File: src/rtl/vint_pkg.sv
package vint_pkg;

  localparam logic [7:0] OP_PREFIX = 8'hED;
  localparam logic [7:0] OP_RETURN = 8'h4D;

  typedef enum logic [1:0] {
    BUS_IDLE,
    BUS_FETCH,
    BUS_ACK,
    BUS_OTHER
  } bus_kind_t;

  // Vector: base above the channel field, channel in bits ch_w..1, bit 0 clear.
  function automatic logic [7:0] vector_byte(input logic [7:0] base,
                                             input int unsigned ch_w,
                                             input logic [2:0] ch);
    logic [7:0] low_mask;
    low_mask = 8'((16'd1 << (ch_w + 1)) - 16'd1);
    return (base & ~low_mask) | (8'(ch) << 1);
  endfunction

endpackage

File: src/rtl/vint_cycle_decode.sv
module vint_cycle_decode
  import vint_pkg::*;
#(
  parameter int unsigned WAIT_CYCLES = 2
) (
  input  logic       clk,
  input  logic       rst_n,
  input  logic       m1_n,
  input  logic       iorq_n,
  input  logic       rd_n,
  input  logic [7:0] data_i,
  output logic       m1_act,
  output logic       ack,
  output logic       ack_start,
  output logic       wait_n,
  output logic       reti_seen
);
  localparam int unsigned CNT_W = $clog2(WAIT_CYCLES + 2);

  bus_kind_t        kind;
  logic             fetch, fetch_q, fetch_end;
  logic             ack_q, prefix_q;
  logic [7:0]       op_q;
  logic [CNT_W-1:0] wcnt_q;

  always_comb begin
    if (m1_n)                  kind = iorq_n ? BUS_IDLE : BUS_OTHER;
    else if (!iorq_n && rd_n)  kind = BUS_ACK;
    else if (iorq_n && !rd_n)  kind = BUS_FETCH;
    else                       kind = BUS_OTHER;
  end

  assign m1_act    = ~m1_n;
  assign ack       = (kind == BUS_ACK);
  assign fetch     = (kind == BUS_FETCH);
  assign ack_start = ack & ~ack_q;
  assign fetch_end = fetch_q & ~fetch;
  assign reti_seen = fetch_end & prefix_q & (op_q == OP_RETURN);
  assign wait_n    = ~(ack & (wcnt_q < CNT_W'(WAIT_CYCLES)));

  always_ff @(posedge clk) begin
    if (!rst_n) begin
      ack_q    <= 1'b0;
      fetch_q  <= 1'b0;
      op_q     <= 8'h00;
      prefix_q <= 1'b0;
      wcnt_q   <= '0;
    end else begin
      ack_q   <= ack;
      fetch_q <= fetch;
      if (fetch) op_q <= data_i;
      if (fetch_end) prefix_q <= (op_q == OP_PREFIX);
      if (!ack) wcnt_q <= '0;
      else if (wcnt_q < CNT_W'(WAIT_CYCLES)) wcnt_q <= wcnt_q + CNT_W'(1);
    end
  end

endmodule

File: src/rtl/vint_prio.sv
module vint_prio #(
  parameter int unsigned NCH = 4
) (
  input  logic                   clk,
  input  logic                   rst_n,
  input  logic [NCH-1:0]         req_i,
  input  logic                   m1_act,
  input  logic                   ack,
  input  logic                   ack_start,
  input  logic                   reti_seen,
  input  logic                   iei,
  output logic [NCH-1:0]         pend_o,
  output logic [NCH-1:0]         isr_o,
  output logic                   int_req,
  output logic                   grant_fire,
  output logic [$clog2(NCH)-1:0] win_ch,
  output logic                   pop_fire,
  output logic                   ieo
);
  localparam int unsigned    CH_W  = $clog2(NCH);
  localparam logic [NCH-1:0] ONE_V = NCH'(1);

  // A channel is eligible when neither it nor any more urgent channel is in service.
  function automatic logic [NCH-1:0] eligible_of(input logic [NCH-1:0] p,
                                                 input logic [NCH-1:0] s);
    logic [NCH-1:0] e;
    logic           blk;
    blk = 1'b0;
    for (int i = 0; i < NCH; i++) begin
      blk  = blk | s[i];
      e[i] = p[i] & ~blk;
    end
    return e;
  endfunction

  function automatic logic [NCH-1:0] lowest_onehot(input logic [NCH-1:0] v);
    return v & (~v + ONE_V);
  endfunction

  function automatic logic [CH_W-1:0] index_of(input logic [NCH-1:0] oh);
    logic [CH_W-1:0] idx;
    idx = '0;
    for (int i = 0; i < NCH; i++) if (oh[i]) idx = CH_W'(i);
    return idx;
  endfunction

  logic [NCH-1:0] pend_q, isr_q, elig, win_oh, pop_oh;

  assign elig       = eligible_of(pend_q, isr_q);
  assign int_req    = iei & (|elig);
  assign grant_fire = ack_start & iei & (|elig);
  assign win_oh     = lowest_onehot(elig);
  assign win_ch     = index_of(win_oh);
  assign pop_fire   = reti_seen & iei & (|isr_q);
  assign pop_oh     = lowest_onehot(isr_q);
  assign ieo        = iei & ~(|isr_q) & ~((|pend_q) & (~m1_act | ack));
  assign pend_o     = pend_q;
  assign isr_o      = isr_q;

  for (genvar g = 0; g < NCH; g++) begin : g_ch
    logic p_q, s_q;
    always_ff @(posedge clk) begin
      if (!rst_n) begin
        p_q <= 1'b0;
        s_q <= 1'b0;
      end else begin
        if (grant_fire && win_oh[g])  p_q <= 1'b0;
        else if (!m1_act && req_i[g]) p_q <= 1'b1;
        if (grant_fire && win_oh[g])    s_q <= 1'b1;
        else if (pop_fire && pop_oh[g]) s_q <= 1'b0;
      end
    end
    assign pend_q[g] = p_q;
    assign isr_q[g]  = s_q;
  end

endmodule

File: src/rtl/vint_chain.sv
module vint_chain
  import vint_pkg::*;
#(
  parameter int unsigned NCH         = 4,
  parameter int unsigned WAIT_CYCLES = 2
) (
  input  logic           clk,
  input  logic           rst_n,
  input  logic [NCH-1:0] req_i,
  input  logic           m1_n,
  input  logic           iorq_n,
  input  logic           rd_n,
  input  logic           base_we,
  input  logic [7:0]     data_i,
  output logic [7:0]     data_o,
  output logic           data_oe,
  output logic           wait_n,
  output logic           int_n,
  input  logic           iei,
  output logic           ieo
);
  localparam int unsigned CH_W = $clog2(NCH);

  logic            m1_act, ack, ack_start, reti_seen;
  logic [NCH-1:0]  pend_w, isr_w;
  logic            int_req, grant_fire, pop_fire;
  logic [CH_W-1:0] win_ch, grant_ch_q;
  logic            grant_vld_q;
  logic [7:0]      base_q;

  vint_cycle_decode #(.WAIT_CYCLES(WAIT_CYCLES)) u_decode (
    .clk       (clk),
    .rst_n     (rst_n),
    .m1_n      (m1_n),
    .iorq_n    (iorq_n),
    .rd_n      (rd_n),
    .data_i    (data_i),
    .m1_act    (m1_act),
    .ack       (ack),
    .ack_start (ack_start),
    .wait_n    (wait_n),
    .reti_seen (reti_seen)
  );

  vint_prio #(.NCH(NCH)) u_prio (
    .clk        (clk),
    .rst_n      (rst_n),
    .req_i      (req_i),
    .m1_act     (m1_act),
    .ack        (ack),
    .ack_start  (ack_start),
    .reti_seen  (reti_seen),
    .iei        (iei),
    .pend_o     (pend_w),
    .isr_o      (isr_w),
    .int_req    (int_req),
    .grant_fire (grant_fire),
    .win_ch     (win_ch),
    .pop_fire   (pop_fire),
    .ieo        (ieo)
  );

  always_ff @(posedge clk) begin
    if (!rst_n) begin
      base_q      <= 8'h00;
      grant_vld_q <= 1'b0;
      grant_ch_q  <= '0;
    end else begin
      if (base_we) base_q <= data_i;
      if (grant_fire) begin
        grant_vld_q <= 1'b1;
        grant_ch_q  <= win_ch;
      end else if (!ack) begin
        grant_vld_q <= 1'b0;
      end
    end
  end

  assign data_oe = ack & grant_vld_q;
  assign data_o  = data_oe ? vector_byte(base_q, CH_W, 3'(grant_ch_q)) : 8'h00;
  assign int_n   = ~int_req;

endmodule

File: config.mk
export PLATFORM = sky130hd
export DESIGN_NAME = vint_chain
export DESIGN_NICKNAME = d
export VERILOG_FILES = /design/src/rtl/vint_pkg.sv /design/src/rtl/vint_cycle_decode.sv /design/src/rtl/vint_prio.sv /design/src/rtl/vint_chain.sv
export SDC_FILE = /design/constraint.sdc
export NUM_CORES = 1
export LEC_CHECK = 0
export BUFFER_PORTS_ARGS = -buffer_cell sky130_fd_sc_hd__buf_2
export CAP_MARGIN = 0
export CORE_ASPECT_RATIO = 0.5
export CORE_MARGIN = 3
export CORE_UTILIZATION = 35
export CTS_CLUSTER_DIAMETER = 200
export DETAILED_ROUTE_END_ITERATION = 7
export PLACE_DENSITY_LB_ADDON = 0.25
export SYNTH_ARGS = -nofsm -noshare
export SYNTH_HDL_FRONTEND = slang
export SYNTH_SLANG_ARGS = --single-unit
File: constraint.sdc
create_clock -name clk -period 1.4 [get_ports clk]
set_clock_uncertainty 0.05 [all_clocks]
set_input_delay 0.14 -clock clk [delete_from_list [all_inputs] [get_ports clk]]
set_output_delay 0.14 -clock clk [all_outputs]
set_load 0.01 [all_outputs]
# After elaboration in Yosys (flattened, before gate mapping)

Index checks and enable logic that the tools add are counted.

Bits of input ports: 19
Register bits after elaboration: 32
Word-level logic and storage cells: 109

Reductions and logical operators: 28
Bitwise logic cells: 38
Multiplexer cells: 18
Add/subtract/negate cells: 3
Magnitude comparators: 1
Eq/ne operators: 5

Operators with widths:

| kind                | count |
|---|---|
| $and 1x1->1         | 18 |
| $logic_and 1x1->1   | 14 |
| $mux 2              | 6 |
| $reduce_or 4->1     | 3 |
| $mux 1              | 11 |
| $not 1->1           | 11 |
| $add 4x1->4 const B | 2 |
| $and 4x4->4         | 2 |
| $eq 8x7->1 const B  | 1 |
| $eq 8x8->1 const B  | 1 |
| $mux 8              | 1 |
| $not 4->4           | 2 |
| $or 8x3->8          | 1 |
| $reduce_bool 2->1   | 4 |
| $reduce_or 2->1     | 4 |
| $or 1x1->1          | 4 |
| $add 2x1->2 const B | 1 |
| $eq 2x1->1 const B  | 1 |
| $eq 2x2->1 const B  | 1 |
| $logic_not 1->1     | 2 |
| $lt 2x2->1 const B  | 1 |
| $ne 2x1->1 const B  | 1 |
| $reduce_and 2->1    | 1 |

# Depth between registers and ports, before layout

Gate-level depths: netlist of run 1.

Word-level depth: 15
Depth in mapped cells: 6
Mapped depth without buffers: 4

# Hierarchy

From an unflattened synthesis of run 1, not the netlist that was laid out.

Cells, all modules: 157
Area, all modules: 1,400.1 µm²

Modules (own cells, without submodules):

| module            | instances | cells an instance | sequential area each (µm²) | area an instance (µm²) |
|---|---|---|---|---|
| vint_cycle_decode | 1         | 62                | 260.2                      | 529.3 |
| vint_prio         | 1         | 60                | 160.2                      | 510.5 |
| vint_chain        | 1         | 35                | 160.2                      | 360.3 |

# Worst setup path before layout of run 1

Ideal clock, no wire load.

Path kind: register -> register
Start point: register u_decode.op_q[1]
End point: register u_prio.g_ch[3].s_q
Period minus slack after synthesis: 1.479 ns
Path slack: -0.079 ns
Stages on the path, launching flop included: 5
Arrival time: 1.314 ns
Required time: 1.235 ns
Path through: dfxtp_1 -> nand4b_1 -> or4_4 -> o21a_1 -> o21a_1

Word-level cells in the longest chain between the ends: 6

Ends and longest elaborated chain:

| element                     | line                    | text |
|---|---|---|
| start: declaration          | vint_cycle_decode.sv:23 | `logic [7:0] op_q;` |
| start signal: assignment    | vint_cycle_decode.sv:51 | `if (fetch) op_q <= data_i;` |
| $eq 8x7->1                  | vint_cycle_decode.sv:38 | `assign reti_seen = fetch_end & prefix_q & (op_q == OP_RETURN);` |
| $and 1x1->1                 | vint_cycle_decode.sv:38 |  |
| $and 1x1->1 (2 in series)   | vint_prio.sv:54         | `assign pop_fire = reti_seen & iei & (\|isr_q);` |
| $logic_and 1x1->1           | vint_prio.sv:70         | `else if (pop_fire && pop_oh[g]) s_q <= 1'b0;` |
| $reduce_bool 2->1 (no line) | --                      |  |
| end signal: assignment      | vint_prio.sv:65         | `s_q <= 1'b0;` |
| end signal: assignment      | vint_prio.sv:69         | `if (grant_fire && win_oh[g]) s_q <= 1'b1;` |
| end signal: assignment      | vint_prio.sv:70         |  |
| end: declaration            | vint_prio.sv:61         | `logic p_q, s_q;` |

Every way passes these cells.
A chain may end at the register's enable or synchronous reset.

# Worst setup path after layout of run 1

Start point: register u_prio.g_ch[3].s_q
End point: output port int_n

Word-level cells in the longest chain between the ends: 6

Ends and longest elaborated chain:

| element          | line             | text |
|---|---|---|
| $or 1x1->1       | vint_prio.sv:30  | `blk = blk \| s[i];` |
| $not 1->1        | vint_prio.sv:31  | `e[i] = p[i] & ~blk;` |
| $and 1x1->1      | vint_prio.sv:31  |  |
| $reduce_or 4->1  | vint_prio.sv:50  | `assign int_req = iei & (\|elig);` |
| $and 1x1->1      | vint_prio.sv:50  |  |
| $not 1->1        | vint_chain.sv:81 | `assign int_n = ~int_req;` |
| end: declaration | vint_chain.sv:18 | `output logic int_n,` |

Every way passes these cells.

==> results.md, run 1 <==
* Hold depth at 3
* Area grow syn2layout at 45.6%
* Max rail drop VDD at 0.000383 V
* Antenna Nets Post-Route at 0
* CTS tree: done
* Clk sink count at 29
* Post-Syn Instances at 147
* Multiplexer area fraction after synthesis at 0.0465
* Fin crit period at 1.71 ns
* Fill cells at 301
* Global-route wire length before repair at 5200 microns
* Crit. End Element: primary output
* Die area at 0.00450 sq mm
* Die height at 49.0 microns
* Ys flop type: dfxtp_1
* WHS Endpoint: u_decode.op_q[0]
* Largest family of logic cells by synthesized area: simple AND/OR/NAND/NOR gates
* Status: finished, violations left
* Req. time, crit path at 1.21 ns
* Clk pwr share at 0.447
* Initial DRC count at 49
* Syn_nets at 166
* PD cells at 1070 mW/mm^2
* Synth top area share at 0.449
* Pins Over Slew Limit at 0
* Worst skew pair latency at 0.27 ns
* Worst R2R Start: u_decode.op_q[4]
* Die width at 91.9 microns
* Hold path start: data_i[0]
* Routed WL at 3510 microns
* Final Wtd Congestion at 0.882
* Final Cycle Share at 1.22
* Hold_buf cts at 0
* Synthesis warning total at 0
* Largest net degree at the start of global routing at 23
* Setup TNS Final at -1.01 ns
* Failing checks: negative setup slack
* Pint at 1560 uW
* Synth top area cells: dfxtp_1, nand2_1, a21oi_1, mux2i_1, and3_1
* Adder-Cell Fraction of Synth Area at 0
* Clk slew on worst S/H paths at 0.06 ns
* Nets at 224
* F_max at 585 MHz
* Comb power frac at 0.120
* Sequential area share after synthesis at 0.449
* Post-synth EDFFs at 0
* Worst hold margin at 0.0483 ns
* Worst r2r path cells at 4
* WL per Instance at 13.8 microns
* Synth Area in XOR/XNOR at 0.00678
* CTS Buf Count at 5
* Synth Area in Compound Gates at 0.129
* Unrepaired setup endpoints after global routing: true
* Simple-gate portion of the synthesized area at 0.324
* Static Leak at 0.000853 uW
* Yosys cell types at 42
* Gr usage total at 0.147
* CTS H-tree lvls at 2
* Post-route DRC violation count at 0
* Final setup violation count at 8
* Number of synthesized register bits at 29
* Final hold violations at 0
* Synthesized cell area at 0.00129 sq mm
* Commonest non-fill, non-tap cells in the layout: buf_4, buf_2, dfxtp_1, nand2_1, nor2_1
* Routed vias/inst at 4.97
* Number of port buffers at 29
* Layout cell share with drive strength beyond 1 at 0.427
* Area leader, netlist: dfxtp_1
* Worst Setup Slack, final at -0.311 ns
* Ant diodes at 0
* Initial antenna violation count at 0
* Arrival time worst endpoint at 1.52 ns
* Crit path max fanout at 2
* Net Sw Frac at 0.226
* Pre-CTS setup slack at -0.0906 ns
* Initial core utilization at 0.397
* Hold crit path type: primary input to register
* DR vias at 1262
* Ys async rst share at 0
* Grt total ovfl at 0
* Core Rows at 14
* Root buffer cell: clkbuf_8
* R2r setup slk at -0.13 ns
* Hpwl dp at 2300 microns
* Reg power frac at 0.433
* P_sw at 456 uW
* CTS Buffer Depth at 2
* CP Launch Type: register
* Syn avg cell area at 8.79 sq um
* DR pass1 iterations at 4
* Num ports at 31
* RR Endpoint: u_prio.g_ch[3].s_q
* Max-cap violations at 0
* Core area at 0.00326 sq mm
* Crit Path Category: register to primary output
* Vias in the first global route at 1142
==> worst max-delay path by stage <==
stage / startpoint / endpoint / slack [ns] / depth (start not counted)
detailed placement: u_decode.op_q[4] / u_prio.g_ch[3].s_q / -0.09 / 4
global route: u_prio.g_ch[3].s_q / int_n / -0.34 / 4
global placement: u_decode.op_q[5] / u_prio.g_ch[3].s_q / -0.07 / 4
finish: u_prio.g_ch[3].s_q / int_n / -0.31 / 4
floorplan: u_decode.op_q[5] / u_prio.g_ch[3].s_q / -0.05 / 4
CTS: u_prio.g_ch[2].p_q / ieo / -0.29 / 4
==> sequential cells by signal, summed over array words and instances, names as in the netlist <==
| register | flops |
|---|---|
| grant_ch_q | 2 |
| base_q | 5 |
| u_decode.op_q | 8 |
| grant_vld_q | 1 |
| u_prio.g_ch.s_q | 4 |
| u_prio.g_ch.p_q | 4 |
| u_decode.prefix_q | 1 |
| u_decode.fetch_q | 1 |
| u_decode.wcnt_q | 2 |
| u_decode.ack_q | 1 |
==> layout make-up <==
cell class,instances,area [sq um],share of cell area
clock buffers,7,86.3,0.0459
clock inverters,1,30.0,0.0160
inverters,4,15.0,0.00798
multi-input cells,107,741,0.394
flip-flops and latches,29,587,0.312
well taps,48,60.1,0.0319
repair buffers,58,363,0.193
==> synth_stat cells, types with 2 or more instances <==
cell type,number
mux2i_1,6
o21a_1,3
nand2b_1,2
or3_1,3
and2_1,2
nand3_1,2
nor3b_1,2
nor2_1,14
clkbuf_1,4
nand2_1,20
nand4bb_1,3
dfxtp_1,29
o21ai_0,2
nand4b_1,2
a21oi_1,14
and3_1,9
inv_1,4
nor2b_1,2
==> layer usage <==
| metal | vias up | wire length, microns | global-route usage |
|---|---|---|---|
| met5 | - | 0 | 0 |
| met4 | 0 | 25 | 0.0517 |
| met3 | 2 | 163 | 0.0431 |
| met2 | 36 | 1670 | 0.244 |
| met1 | 595 | 1640 | 0.181 |
| li1 | 629 | - | - |
==> metrics by stage <==
step / cells / area, sq um / util / power [uW]
after floorplan: 147 / 1290 / - / 996
after global placement: 241 / 1640 / 0.503 / 1090
after detailed placement: 241 / 1640 / 0.503 / 1090
after CTS: 251 / 1800 / 0.553 / 2000
after global routing: 254 / 1880 / 0.578 / 2090
final: 254 / 1880 / 0.578 / 2010
==> power groups by stage <==
stage / Clock, uW / Combinational [uW] / Sequential (uW)
floorplan: 0 / 108 / 887
global placement: 0 / 199 / 887
detailed placement: 0 / 200 / 888
CTS: 918 / 210 / 870
global route: 956 / 261 / 874
finish: 900 / 241 / 872
==> logic make-up after synthesis <==
logic type,after synthesis
xor gates and xnor gates,1
AOI/OAI and AO/OA,27
muxes,6
other,1
DFF,29
and+or+nand+nor,72
buffers and inverters,11
==> what timing repair did <==
action | in CTS | in global routing
gates resized for setup | 10 | 15
gates cloned | 0 | 1
pin swaps | 3 | 4
buffers inserted | 2 | 2
setup endpoints to repair | 8 | 21
==> critical path, stage by stage, from the launching register on <==
cell      delay [ns]
dfxtp_2         0.32
nand2b_4        0.14
or3_4           0.38
a311o_1         0.28
buf_2           0.14
(Power assumes the default switching activity.)
==> run 2: changes to the inputs <==
CTS_BUF_LIST = sky130_fd_sc_hd__clkbuf_4 sky130_fd_sc_hd__clkbuf_8 sky130_fd_sc_hd__clkbuf_16   (was not set)
==> run 2 against run 1 <==
The run still ends with negative setup slack left. Sequential power about the same. Combinational power about the same. Global-route usage up 0.12 points. Setup slack worse by 0.0050 ns. Worst hold slack worse by 0.0022 ns. Register-to-register slack about the same. Via count up 1.7%. Critical path type unchanged.
==> results.md, run 2 (same netlist as run 1, synthesis figures left out) <==
* Area grow syn2layout at 45.9%
* Clk pwr share at 0.451
* Final setup violation count at 8
* Worst skew pair latency at 0.28 ns
* WL per Instance at 13.8 microns
* Largest net degree at the start of global routing at 23
* Initial core utilization at 0.397
* Max-cap violations at 0
* DR vias at 1283
* Vias in the first global route at 1146
* Clk sink count at 29
* Worst hold margin at 0.0461 ns
* Die area at 0.00450 sq mm
* Post-route DRC violation count at 0
* Crit Path Category: register to primary output
* Hpwl dp at 2300 microns
* Die width at 91.9 microns
* Unrepaired setup endpoints after global routing: true
* CP Launch Type: register
* Final hold violations at 0
* Status: finished, violations left
* Routed vias/inst at 5.05
* Global-route wire length before repair at 5220 microns
* Core Rows at 14
* Failing checks: negative setup slack
* Num ports at 31
* CTS Buffer Depth at 2
* Die height at 49.0 microns
* Antenna Nets Post-Route at 0
* Clk slew on worst S/H paths at 0.06 ns
* Worst Setup Slack, final at -0.316 ns
* Reg power frac at 0.430
* Net Sw Frac at 0.222
* Pint at 1580 uW
* Commonest non-fill, non-tap cells in the layout: buf_4, buf_2, dfxtp_1, nand2_1, nor2_1
* Pre-CTS setup slack at -0.0906 ns
* CTS H-tree lvls at 2
* PD cells at 1080 mW/mm^2
* F_max at 583 MHz
* Largest regs: u_decode.op_q x8, base_q x5
* Hold crit path type: primary input to register
* Pins Over Slew Limit at 0
* Fin crit period at 1.72 ns
* Crit path max fanout at 2
* Hold path start: data_i[0]
* Arrival time worst endpoint at 1.53 ns
* Nets at 224
* Final Wtd Congestion at 0.882
* Max rail drop VDD at 0.000386 V
* Layout cell share with drive strength beyond 1 at 0.432
* Number of port buffers at 29
* Initial antenna violation count at 0
* CTS tree: done
* Max reg flops at 8
* Initial DRC count at 31
* Root buffer cell: clkbuf_8
* Routed WL at 3500 microns
* P_sw at 451 uW
* Gr usage total at 0.148
* Final Cycle Share at 1.23
* Comb power frac at 0.119
* Worst R2R Start: u_decode.op_q[4]
* Core area at 0.00326 sq mm
* Req. time, crit path at 1.21 ns
* Power, Total at 2030 uW
* Static Leak at 0.000856 uW
* CP Launch Point: u_prio.g_ch[3].s_q
* DR pass1 iterations at 4
* Ant diodes at 0
* Grt total ovfl at 0
* Largest reg by FF count: u_decode.op_q
* CTS Buf Count at 5
* Crit. End Element: primary output
## run 2: power by group through the flow
stage               Clock [uW]  Sequential (uW)  Combinational (uW)
finish                     914              872                 241
global route               972              875                 262
CTS                        932              870                 210
detailed placement           0              888                 200
global placement             0              887                 199
floorplan                    0              887                 108
## run 2: layer usage
| layer | share of wire | up-vias | track usage |
|---|---|---|---|
| li1 | - | 632 | - |
| met1 | 0.46 | 609 | 0.181 |
| met2 | 0.47 | 36 | 0.245 |
| met3 | 0.049 | 6 | 0.0431 |
| met4 | 0.016 | 0 | 0.0591 |
| met5 | 0 | - | 0 |
## run 2: final timing paths
path,endpoint,slack [ns],cells after the start
worst min register to register,u_decode.op_q[2],0.41,2
worst max register to register,u_prio.g_ch[3].s_q,-0.13,4
worst min-delay path,u_decode.op_q[0],0.05,3
worst max-delay path,int_n,-0.32,4
## run 2: stage by stage
stage	utilization	setup TNS, ns	std cells	area (sq um)
2_1_floorplan	-	-0.0590	147	1290
6_report	0.579	-0.995	254	1890
5_1_grt	0.579	-1.56	254	1890
3_3_place_gp	0.503	-0.278	241	1640
4_1_cts	0.555	-0.920	251	1810
3_5_place_dp	0.503	-0.370	241	1640
## run 2: final cells by class
class                           instances  area, sq um
Inverter                                4         15.0
Fill cell                             303         1370
Clock buffer                            7         90.1
Sequential cell                        29          587
Clock inverter                          1         30.0
Multi-Input combinational cell        107          741
Tap cell                               48         60.1
Timing Repair Buffer                   58          363
## run 2: worst max-delay path, cell delays in order (launching register included)
cell and delay, ns:
dfxtp_2 0.32, nand2b_4 0.14, or3_4 0.38, a311o_1 0.28, buf_2 0.14
## run 2: what timing repair did
item | in CTS | in global routing
hold buffers | 0 | 0
resized for setup | 10 | 15
endpoints found under the setup margin | 8 | 21
setup buffers | 2 | 2
pin swaps | 3 | 4
cloned | 0 | 1
==> run 3: changes to the inputs <==
clock period = 1.7 ns   (was 1.4 ns; I/O delays follow)
==> run 3 against run 2 <==
Largest cell class unchanged. Via count is 11% lower. Sequential power is 17% lower. The flow still finishes with violations (negative setup slack). Utilization is 7.7 points lower. Critical path depth stayed put. Sequential share of layout area is 4.6 points higher.
==> results.md, run 3 (same netlist as run 1, synthesis figures left out) <==
* Die area at 0.00450 sq mm
* Crit Path Category: register to primary output
* Final instance area at 0.00164 sq mm
* Largest regs: u_decode.op_q x8, base_q x5
* Worst hold margin at 0.0761 ns
* P_sw at 372 uW
* Clk sink count at 29
* Worst Setup Slack, final at -0.0270 ns
* Root buffer cell: clkbuf_8
* Num ports at 31
* Initial antenna violation count at 0
* Die width at 91.9 microns
* Crit. End Element: primary output
* CTS tree: done
* Hold_buf cts at 0
* Status: finished, violations left
* F_max at 579 MHz
* Initial DRC count at 29
* Net Sw Frac at 0.230
* Routed WL at 3030 microns
* Grt total ovfl at 0
* Clk slew on worst S/H paths at 0.07 ns
* Layout cell share with drive strength beyond 1 at 0.297
* Commonest non-fill, non-tap cells in the layout: buf_2, dfxtp_1, nand2_1, nor2_1, a21oi_1
* Die height at 49.0 microns
* Max reg flops at 8
* Area after DPL at 0.00148 sq mm
* Largest net degree at the start of global routing at 24
* Ant diodes at 0
* CTS Buf Count at 5
* Unrepaired setup endpoints after global routing: true
* Gr usage total at 0.145
* Final Wtd Congestion at 0.775
* Global-route wire length before repair at 5200 microns
* Core Rows at 14
* Vias in the first global route at 1131
* Hold crit path type: primary input to register
* Largest reg by FF count: u_decode.op_q
* Req. time, crit path at 1.48 ns
* Max-cap violations at 0
* Number of port buffers at 29
* Fin crit period at 1.73 ns
* WL per Instance at 13.2 microns
* Routed vias/inst at 4.96
* Worst skew pair latency at 0.28 ns
* CTS H-tree lvls at 2
* Power, Total at 1620 uW
* Hpwl dp at 2130 microns
* Antenna Nets Post-Route at 0
* Most common cell after layout, fill and taps aside: buf_2
* Core area at 0.00326 sq mm
* Failing checks: negative setup slack
* DR vias at 1140
* Final hold violations at 0
* Pins Over Slew Limit at 0
* Crit path max fanout at 4
* CTS Buffer Depth at 2
* Static Leak at 0.000713 uW
* Post-route DRC violation count at 0
* DR pass1 iterations at 4
* Final setup violation count at 2
* Fill cells at 325
* Util after Layout at 0.502
* Initial core utilization at 0.397
* Area grow syn2layout at 26.5%
* Setup TNS Final at -0.0313 ns
* Final Cycle Share at 1.02
* Arrival time worst endpoint at 1.51 ns
* Comb power frac at 0.087
* CP Launch Type: register
* Max rail drop VDD at 0.000338 V
* PD cells at 990 mW/mm^2
* Clk pwr share at 0.466
* Nets at 200
* Pint at 1250 uW
* Reg power frac at 0.446
[run 3: final timing paths]
check / start / endpoint / slack [ns] / cells past startpoint
worst min-delay path: data_i[2] / u_decode.op_q[2] / 0.08 / 3
worst max register to register: u_decode.op_q[1] / u_prio.g_ch[3].s_q / 0.14 / 4
worst min register to register: u_decode.op_q[1] / u_decode.op_q[1] / 0.40 / 2
worst max-delay path: u_prio.g_ch[3].p_q / ieo / -0.03 / 4
[run 3: worst max-delay path: stages, from the launching register on]
cell,delay [ns]
dfxtp_2,0.35
or4_1,0.52
o21ai_1,0.08
and3_1,0.16
buf_2,0.13
[run 3: power groups by stage]
stage | Combinational [uW] | Sequential, uW | Clock, uW
after global placement | 134 | 736 | 0
after global routing | 158 | 725 | 803
after floorplan | 89.2 | 731 | 0
after detailed placement | 135 | 736 | 0
after CTS | 140 | 721 | 772
final | 141 | 723 | 755
[run 3: layout make-up]
| type | count | area [sq um] | area share |
|---|---|---|---|
| Tap cell | 48 | 60.1 | 0.0367 |
| Inverter | 4 | 15.0 | 0.00918 |
| Clock inverter | 2 | 37.5 | 0.0230 |
| Clock buffer | 6 | 82.6 | 0.0505 |
| Multi-Input combinational cell | 107 | 673 | 0.412 |
| Sequential cell | 29 | 584 | 0.357 |
| Timing Repair Buffer | 34 | 183 | 0.112 |
[run 3: timing repair]
| item | 4_1_cts | 5_1_grt |
|---|---|---|
| endpoints found under the setup margin | 2 | 3 |
| resized for setup | 5 | 2 |
| setup buffers | 2 | 0 |
| pin swaps | 3 | 0 |
[run 3: metrics by stage]
step	setup WS, ns	cells
CTS	-0.0287	230
floorplan	0.221	147
finish	-0.0270	230
detailed placement	0.135	220
global placement	0.135	220
global route	-0.0723	230
[run 3: per-layer routing]
layer | vias to the layer above | GRT usage | routed length [microns]
met5 | - | 0 | 0
met4 | 0 | 0.0517 | 34
met3 | 4 | 0.0478 | 141
met2 | 22 | 0.228 | 1380
met1 | 532 | 0.185 | 1480
li1 | 582 | - | -
